`src/rtl/wdec_pkg.sv`:
```
package wdec_pkg;
  localparam int unsigned ADDR_W     = 64;
  localparam int unsigned NUM_WIN    = 4;
  localparam int unsigned NUM_GWIN   = 2;
  localparam int unsigned NUM_CFG    = 8;
  localparam int unsigned SEL_W      = $clog2(NUM_CFG);
  localparam int unsigned BASE_SHIFT = 8;

  typedef logic [ADDR_W-1:0] word_t;

  typedef enum logic [SEL_W-1:0] {
    SEL_G0_BASE  = 3'd0,
    SEL_G0_MASK  = 3'd1,
    SEL_G1_BASE  = 3'd2,
    SEL_G1_MASK  = 3'd3,
    SEL_REG_BASE = 3'd4,
    SEL_INT_BASE = 3'd5,
    SEL_ENABLE   = 3'd6,
    SEL_MODE     = 3'd7
  } cfg_sel_e;

  // implemented bits per register class
  localparam word_t KEEP_GWIN = 64'hFFFF_FFFF_FF00_0000;
  localparam word_t KEEP_RWIN = 64'hFFFF_FFFF_FFC0_0000;
  localparam word_t KEEP_IWIN = 64'hFFFF_FFF0_0000_0000;
  localparam word_t KEEP_EN   = 64'hF000_0000_0000_0000;
  localparam word_t KEEP_MODE = 64'hFF00_0000_0000_0000;

  // window numbering, also the priority order (lower wins)
  localparam int unsigned WIN_REG = 2;
  localparam int unsigned WIN_INT = 3;

  typedef struct packed {
    word_t base;
    word_t size;
  } win_t;

  function automatic word_t keep_mask(input cfg_sel_e s);
    case (s)
      SEL_G0_BASE, SEL_G0_MASK,
      SEL_G1_BASE, SEL_G1_MASK: keep_mask = KEEP_GWIN;
      SEL_REG_BASE:             keep_mask = KEEP_RWIN;
      SEL_INT_BASE:             keep_mask = KEEP_IWIN;
      SEL_ENABLE:               keep_mask = KEEP_EN;
      default:                  keep_mask = KEEP_MODE;
    endcase
  endfunction
endpackage

```
`src/rtl/wdec_cfg_regs.sv`:
```
module wdec_cfg_regs
  import wdec_pkg::*;
(
  input  logic                 clk,
  input  logic                 rst_n,
  input  logic                 we,
  input  logic [SEL_W-1:0]     sel,
  input  word_t                wdata,
  output word_t                rdata,
  output word_t [NUM_GWIN-1:0] gw_base,
  output word_t [NUM_GWIN-1:0] gw_mask,
  output word_t                rw_base,
  output word_t                iw_base,
  output logic  [NUM_WIN-1:0]  en_q,
  output logic  [NUM_WIN-1:0]  en_d,
  output logic                 warn
);
  word_t [NUM_CFG-1:0] regs_q;
  logic                conflict;
  logic                warn_q;
  logic                en_wr;

  always_ff @(posedge clk) begin
    if (!rst_n) begin
      regs_q <= '0;
    end else if (we) begin
      for (int k = 0; k < NUM_CFG; k++) begin
        if (sel == SEL_W'(k)) regs_q[k] <= wdata & keep_mask(cfg_sel_e'(k));
      end
    end
  end

  assign en_wr = we && (cfg_sel_e'(sel) == SEL_ENABLE);

  // enable bits sit at the top of the enable register, window 0 highest
  for (genvar g = 0; g < NUM_WIN; g++) begin : g_en
    assign en_q[g] = regs_q[SEL_ENABLE][ADDR_W-1-g];
    assign en_d[g] = en_wr ? wdata[ADDR_W-1-g] : en_q[g];
  end

  for (genvar g = 0; g < NUM_GWIN; g++) begin : g_gw
    assign gw_base[g] = regs_q[2*g];
    assign gw_mask[g] = regs_q[2*g+1];
  end

  assign rw_base = regs_q[SEL_REG_BASE];
  assign iw_base = regs_q[SEL_INT_BASE];
  assign rdata   = regs_q[sel];

  always_comb begin
    case (cfg_sel_e'(sel))
      SEL_G0_BASE, SEL_G0_MASK,
      SEL_G1_BASE, SEL_G1_MASK: conflict = |en_q[NUM_GWIN-1:0];
      SEL_REG_BASE:             conflict = en_q[WIN_REG];
      SEL_INT_BASE:             conflict = en_q[WIN_INT];
      default:                  conflict = 1'b0;
    endcase
  end

  always_ff @(posedge clk) begin
    if (!rst_n) warn_q <= 1'b0;
    else        warn_q <= we && conflict;
  end

  assign warn = warn_q;
endmodule

```
`src/rtl/wdec_win_hold.sv`:
```
module wdec_win_hold
  import wdec_pkg::*;
(
  input  logic                clk,
  input  logic                rst_n,
  input  logic [NUM_WIN-1:0]  en_q,
  input  logic [NUM_WIN-1:0]  en_d,
  input  win_t [NUM_WIN-1:0]  cand,
  output logic [NUM_WIN-1:0]  act,
  output win_t [NUM_WIN-1:0]  held
);
  for (genvar g = 0; g < NUM_WIN; g++) begin : g_hold
    win_t held_q;
    logic act_q;

    always_ff @(posedge clk) begin
      if (!rst_n) begin
        held_q <= '0;
        act_q  <= 1'b0;
      end else begin
        // capture only on the 0 -> 1 transition of this window's enable
        if (en_d[g] && !en_q[g]) held_q <= cand[g];
        act_q <= en_d[g];
      end
    end

    assign held[g] = held_q;
    assign act[g]  = act_q;
  end
endmodule

```
`src/rtl/wdec_match.sv`:
```
module wdec_match
  import wdec_pkg::*;
(
  input  word_t               addr,
  input  logic [NUM_WIN-1:0]  act,
  input  win_t [NUM_WIN-1:0]  win,
  output logic [NUM_WIN-1:0]  hit,
  output logic                miss,
  output word_t               offset
);
  logic  [NUM_WIN-1:0] raw;
  word_t [NUM_WIN-1:0] delta;

  for (genvar g = 0; g < NUM_WIN; g++) begin : g_cmp
    assign delta[g] = addr - win[g].base;
    assign raw[g]   = act[g] && (addr >= win[g].base) && (delta[g] < win[g].size);
  end

  always_comb begin
    logic found;
    found  = 1'b0;
    hit    = '0;
    offset = '0;
    for (int k = 0; k < NUM_WIN; k++) begin
      if (raw[k] && !found) begin
        found  = 1'b1;
        hit[k] = 1'b1;
        offset = delta[k];
      end
    end
    miss = !found;
  end
endmodule

```
`src/rtl/window_decoder.sv`:
```
module window_decoder
  import wdec_pkg::*;
#(
  parameter int unsigned NUM_REGS = 256,
  parameter int unsigned NUM_INTS = 16
) (
  input  logic               clk,
  input  logic               rst_n,
  input  logic               cfg_we,
  input  logic [SEL_W-1:0]   cfg_sel,
  input  logic [ADDR_W-1:0]  cfg_wdata,
  output logic [ADDR_W-1:0]  cfg_rdata,
  output logic               cfg_warn,
  input  logic               in_valid,
  output logic               in_ready,
  input  logic [ADDR_W-1:0]  in_addr,
  output logic               out_valid,
  input  logic               out_ready,
  output logic [NUM_WIN-1:0] out_hit,
  output logic               out_miss,
  output logic [ADDR_W-1:0]  out_offset
);
  localparam word_t RWIN_SIZE = word_t'(NUM_REGS) * word_t'(8);
  localparam word_t IWIN_SIZE = word_t'(NUM_INTS) << 16;

  word_t [NUM_GWIN-1:0] gw_base;
  word_t [NUM_GWIN-1:0] gw_mask;
  word_t                rw_base;
  word_t                iw_base;
  logic  [NUM_WIN-1:0]  en_q;
  logic  [NUM_WIN-1:0]  en_d;
  win_t  [NUM_WIN-1:0]  cand;
  win_t  [NUM_WIN-1:0]  held;
  logic  [NUM_WIN-1:0]  act;
  logic  [NUM_WIN-1:0]  m_hit;
  logic                 m_miss;
  word_t                m_off;

  wdec_cfg_regs u_regs (
    .clk     (clk),
    .rst_n   (rst_n),
    .we      (cfg_we),
    .sel     (cfg_sel),
    .wdata   (cfg_wdata),
    .rdata   (cfg_rdata),
    .gw_base (gw_base),
    .gw_mask (gw_mask),
    .rw_base (rw_base),
    .iw_base (iw_base),
    .en_q    (en_q),
    .en_d    (en_d),
    .warn    (cfg_warn)
  );

  for (genvar g = 0; g < NUM_GWIN; g++) begin : g_gcand
    assign cand[g].base = gw_base[g] >> BASE_SHIFT;
    assign cand[g].size = ((~gw_mask[g]) >> BASE_SHIFT) + word_t'(1);
  end
  assign cand[WIN_REG].base = rw_base >> BASE_SHIFT;
  assign cand[WIN_REG].size = RWIN_SIZE;
  assign cand[WIN_INT].base = iw_base >> BASE_SHIFT;
  assign cand[WIN_INT].size = IWIN_SIZE;

  wdec_win_hold u_hold (
    .clk   (clk),
    .rst_n (rst_n),
    .en_q  (en_q),
    .en_d  (en_d),
    .cand  (cand),
    .act   (act),
    .held  (held)
  );

  wdec_match u_match (
    .addr   (in_addr),
    .act    (act),
    .win    (held),
    .hit    (m_hit),
    .miss   (m_miss),
    .offset (m_off)
  );

  logic                 vld_q;
  logic [NUM_WIN-1:0]   hit_q;
  logic                 miss_q;
  word_t                off_q;
  logic                 take;

  assign in_ready = !vld_q || out_ready;
  assign take     = in_valid && in_ready;

  always_ff @(posedge clk) begin
    if (!rst_n) begin
      vld_q  <= 1'b0;
      hit_q  <= '0;
      miss_q <= 1'b0;
      off_q  <= '0;
    end else if (take) begin
      vld_q  <= 1'b1;
      hit_q  <= m_hit;
      miss_q <= m_miss;
      off_q  <= m_off;
    end else if (out_ready) begin
      vld_q  <= 1'b0;
    end
  end

  assign out_valid  = vld_q;
  assign out_hit    = hit_q;
  assign out_miss   = miss_q;
  assign out_offset = off_q;
endmodule

```
`config.mk`:
```
export PLATFORM = sky130hd
export DESIGN_NAME = window_decoder
export DESIGN_NICKNAME = d
export VERILOG_FILES = /design/src/rtl/wdec_pkg.sv /design/src/rtl/wdec_cfg_regs.sv /design/src/rtl/wdec_win_hold.sv /design/src/rtl/wdec_match.sv /design/src/rtl/window_decoder.sv
export SDC_FILE = /design/constraint.sdc
export NUM_CORES = 2
export LEC_CHECK = 0
export BUFFER_PORTS_ARGS = -buffer_cell sky130_fd_sc_hd__buf_2
export CORE_MARGIN = 2
export CORE_UTILIZATION = 65
export DETAILED_ROUTE_END_ITERATION = 8
export PLACE_DENSITY = 0.83
export SYNTH_ARGS = -nofsm -noshare
export SYNTH_HDL_FRONTEND = slang
export SYNTH_HIERARCHICAL = 1
export SYNTH_SLANG_ARGS = --single-unit
```
`constraint.sdc`:
```
create_clock -name clk -period 10 [get_ports clk]
set_clock_uncertainty 0.1 [all_clocks]
set_input_delay 2 -clock clk [delete_from_list [all_inputs] [get_ports clk]]
set_output_delay 2 -clock clk [all_outputs]
set_load 0.01 [all_outputs]
```
After elaboration in Yosys (flattened, before gate mapping):

Cells that the tools add are included.

* $lt $le $gt $ge: 9
* reductions and logical operators: 40
* bitwise operators: 10
* mux-type cells: 44
* eq/ne operators: 7
* add/sub/neg operators: 6

Operator list (number)
* $mux 64: 29
* $and 64x64->64: 8
* $ge 64x56->1: 4
* $sub 64x56->64: 4
* $bmux 64 s3: 1
* $lt 64x64->1: 2
* $not 64->64: 2
* $add 56x1->57 const B: 2
* $lt 64x12->1: 1
* $lt 64x21->1: 1
* $logic_and 1x1->1: 18
* $reduce_and 2->1: 8
* $mux 1: 13
* $eq 3x3->1 const B: 4
* $logic_not 1->1: 9
* $eq 3x2->1 const B: 2
* $lt 3x4->1 const B: 1
* $reduce_or 4->1: 1
* $eq 3x1->1 const B: 1
* $logic_not 3->1: 1
* $pmux 1 s3: 1
* $reduce_bool 2->1: 1
* $reduce_or 2->1: 1
* $logic_or 1x1->1: 1

* input port bits: 136
* flip-flop bits (word level): 941
* logic and storage cells: 141

Logic depth before layout (Yosys ltp):

* word-level depth: 14
* mapped depth: 31
* gate-level depth less buffers: 29

Cells and area by module:

The synthesis kept the hierarchy.

By module, submodules not included
* wdec_match: area an instance 23901.7 um^2, times used 1, cells each 3661
* wdec_win_hold: area an instance 21006.4 um^2, times used 1, cells each 2234
* wdec_cfg_regs: area an instance 14193.6 um^2, times used 1, cells each 1701
* window_decoder: area an instance 4784.6 um^2, times used 1, cells each 643

Worst setup path before layout:

Ideal clock, no wire load.

* path kind: input port to flip-flop
* from: in in_addr[0]
* to: reg off_q[10] (netlist: out_offset[10])
* library setup time: 0.076 ns
* stages on the path: 31
* setup slack: 2.639 ns
* data arrival time: 7.186 ns
* path buffers: 3
* path through: inv_1 ha_1 inv_1 fa_1 a211oi_1 o21ai_0 a21oi_1 o31a_1 a211oi_1 o21ai_0 o21ai_0 a31o_2 a221oi_1 xnor2_1 ha_1 nand4_1 or2_2 nor3_1 nand3_1 a311oi_1 a211oi_1 and2_1 buf_4 nor3b_1 and2_4 buf_6 clkbuf_1 nand2_1 nand3_1 nand2_1 a21boi_0

* word-level cells in the longest chain between the ends: 13
* elaborated cells on any way between the ends: 33
* those cells by class: add/sub (4); order compare (8); mux (7); reduce/logical (14)

RTL lines
* start, declared: line window_decoder.sv:16 `input logic [ADDR_W-1:0] in_addr,`
* $sub 64x56->64 / $ge 64x56->1 (equally long branches): line wdec_match.sv:15, wdec_match.sv:16
* $lt 64x64->1 / $logic_and 1x1->1 (equally long branches): line wdec_match.sv:16 `assign raw[g] = act[g] && (addr >= win[g].base) && (delta[g] < win[g].size);`
* $logic_and 1x1->1: line wdec_match.sv:16
* $mux 1: line wdec_match.sv:25 `if (raw[k] && !found) begin`
* $logic_not 1->1: line wdec_match.sv:25
* $logic_and 1x1->1: line wdec_match.sv:25
* $mux 1: line wdec_match.sv:25
* $logic_not 1->1: line wdec_match.sv:25
* $logic_and 1x1->1: line wdec_match.sv:25
* $mux 1: line wdec_match.sv:25
* $logic_not 1->1: line wdec_match.sv:25
* $logic_and 1x1->1: line wdec_match.sv:25
* $mux 64 *: line wdec_match.sv:25
* via m_off[10]: line window_decoder.sv:37 `word_t m_off;`
* end signal, assigned: line window_decoder.sv:102 `off_q <= m_off;`
* end, declared: line window_decoder.sv:86 `word_t off_q;`

The timed path passes the listed nets; every way through them passes the cells marked *.
A chain may end at the register's enable or synchronous reset.

Worst setup path after layout:

* from: in in_addr[0]
* to: reg off_q[28] (netlist: out_offset[28])

Same word-level chain as after synthesis.

==> results.sh <==
export IMPL_holdBufCountCts=0
export IMPL_dp_cells=9251
export IMPL_die_w_um=317
export IMPL_die_area_um2=100000
export IMPL_maxCapViolations=0
export IMPL_ys_warn_count=6
export IMPL_finalPower_w=0.00898
export IMPL_coreArea_um2=96700
export IMPL_synthToLayoutAreaGrowth_pct=3.31
export IMPL_r2r_cells=29
export IMPL_clkTransAtPathRegs_ns=0.06
export IMPL_place_congestion=1.04
export IMPL_min_path_cells=2
export IMPL_grt_start_max_net_pins=251
export IMPL_final_nets=8718
export IMPL_cts_buffer_depth=3
export IMPL_tightest_slew_ns=1.23
export IMPL_p_per_area_nw_per_um2=137
export IMPL_htree_levels=3
export IMPL_r2r_end="out_offset[31]"
export IMPL_cts_resized=0
export IMPL_avgSynthCellArea_um2=7.76
export IMPL_ir_drop_uv=209
export IMPL_vias=59000
export IMPL_relSlewSlack_pct=17.5
export IMPL_cp_endpoint="out_offset[28]"
export IMPL_drt_initial_drc_count=8268
export IMPL_cp_max_fo=39
export IMPL_first_global_vias=53000
export IMPL_place_detailed_hpwl_mm=169
export IMPL_start_util_pct=65.7
export IMPL_cts_tree="yes"
export IMPL_clock_sinks=829
export IMPL_status="finished, final reports clean"
export IMPL_worst_path_max_delay_cell="nor4bb_1"
export IMPL_num_rows=114
export IMPL_ant_nets=0
export IMPL_finalSetupViolCount=0
export IMPL_crit_path_end_kind="flop"
export IMPL_cts_buffers=91
export IMPL_layoutNonFillerInstCount=9423
export IMPL_vias_per_cell=6.26
export IMPL_port_buffers=227
export IMPL_worstSetupPathType="in2reg"
export IMPL_final_util_pct=67.9
export IMPL_r2r_slack_ns=2.28
export IMPL_worst_ep_required_time_ns=10.50
export IMPL_drc=0
export IMPL_insertion_delay_ns=0.70
export IMPL_antenna_found_initial=22
export IMPL_rsz0062_at_grt="false"
export IMPL_cts_setup_buffers=0
export IMPL_post_route_cells_drive_above_1_share_pct=6.46
export IMPL_hold_class="reg2reg"
export IMPL_cp_startpoint="in_addr[0]"
export IMPL_hold_viol_final=0
export IMPL_leakagePower_nw=25.0
export IMPL_fin_crit_sh_pct=90.1
export IMPL_crit_arrival_ns=9.51
export IMPL_wirelength_mm=222
export IMPL_finalMaxSlewViolations=0
export IMPL_num_fill_cells=7884
export IMPL_globalRouteOverflowTotal=0
export IMPL_grt_pass1_wl_mm=321
export IMPL_clock_tree_root_cell="clkbuf_16"
export IMPL_finalSetupTns_ns=0
export IMPL_firstDrtPassIters=8
export IMPL_syn_area_um2=63500
export IMPL_die_h_um=317
export IMPL_gr_usage_all_layers_pct=42.3
export IMPL_drt_wirelength_per_cell_um=23.6
export IMPL_max_freq_mhz=111
export IMPL_cp_slowest_stage_delay_ns=0.51
export IMPL_fin_ws_ns=0.990
export IMPL_pin_count=272
export IMPL_worstHoldStart="u_hold/held[129]"
export IMPL_crit_top_cell="o21ai_0"
export IMPL_rr_startpoint="u_hold/held[64]"
export IMPL_cp_start_kind="primary input"
export IMPL_post_route_min_period_ns=9.01
export IMPL_place_ws_ns=0.423
export IMPL_syn_inst=8191
==> worst min path at each step <==
| stage | slack, ns | to |
|---|---|---|
| floorplan | 0.33 | u_regs/regs_q[508] |
| global placement | 0.34 | u_hold/held[426] |
| detailed placement | 0.35 | u_hold/held[290] |
| CTS | 0.36 | u_hold/held[419] |
| global route | 0.37 | u_hold/held[71] |
| finish | 0.36 | u_hold/held[129] |
==> report_power, final <==
group / leakage (nW) / internal, W / switching (W) / total, W
sequential: 6.70 / 0.00337 / 0.0000535 / 0.00343
combinational: 16.7 / 0.000682 / 0.00132 / 0.00200
clock: 1.55 / 0.00206 / 0.00150 / 0.00356
==> critical path, delay by kind of cell <==
kind	cells	cell delay (ns)
AOI/OAI and AO/OA	14	3.81
and+or+nand+nor	8	1.80
adders and majority gates	3	0.94
buffers and inverters	5	0.93
==> sequential cells by signal, summed over array words and instances, names as in the netlist <==
register             flops
u_hold/held            512
u_regs/gw_base          80
u_regs/gw_mask          80
out_offset              64
u_regs/rw_base          42
u_regs/iw_base          28
u_regs/regs_q            8
out_hit                  4
u_hold/g_hold.act_q      4
u_regs/en_q              4
out_miss                 1
out_valid                1
u_regs/warn              1
==> final cells by class <==
type	count	area, µm²	share of cell area (%)
Sequential cell	829	16600	25.3
Tap cell	1276	1600	2.43
Antenna cell	4	10.0	0.0153
Clock inverter	35	470	0.717
Timing Repair Buffer	292	1780	2.71
Multi-Input combinational cell	6250	40200	61.3
Inverter	604	2270	3.45
Clock buffer	133	2690	4.09
==> cell usage in the layout (no fill, tap or decap), types with 103 or more instances in the layout <==
cell      count
a21oi_1     420
inv_1       602
nand4_1     140
a21boi_1    170
mux2i_1     608
o21ai_0     250
nor2_1      250
dfxtp_1     829
nand2_1    1959
a21boi_0    155
nand3_1     103
a21o_1      130
buf_2       225
conb_1      302
ha_1        510
xor2_1      146
xnor2_1     202
==> per-layer routing <==
metal / wire [µm] / track usage (%)
met5: 100 / 0
met4: 8550 / 14.2
met3: 28600 / 7.95
met2: 90400 / 61.6
met1: 94600 / 62.3
==> per-stage QoR <==
| stage | area, µm² | hold WS [ns] |
|---|---|---|
| after floorplan | 64600 | 0.332 |
| after global placement | 62500 | 0.342 |
| after detailed placement | 62500 | 0.346 |
| after CTS | 65600 | 0.357 |
| after global routing | 65600 | 0.370 |
| final | 65600 | 0.357 |
Power figures use the tool's default switching activity.
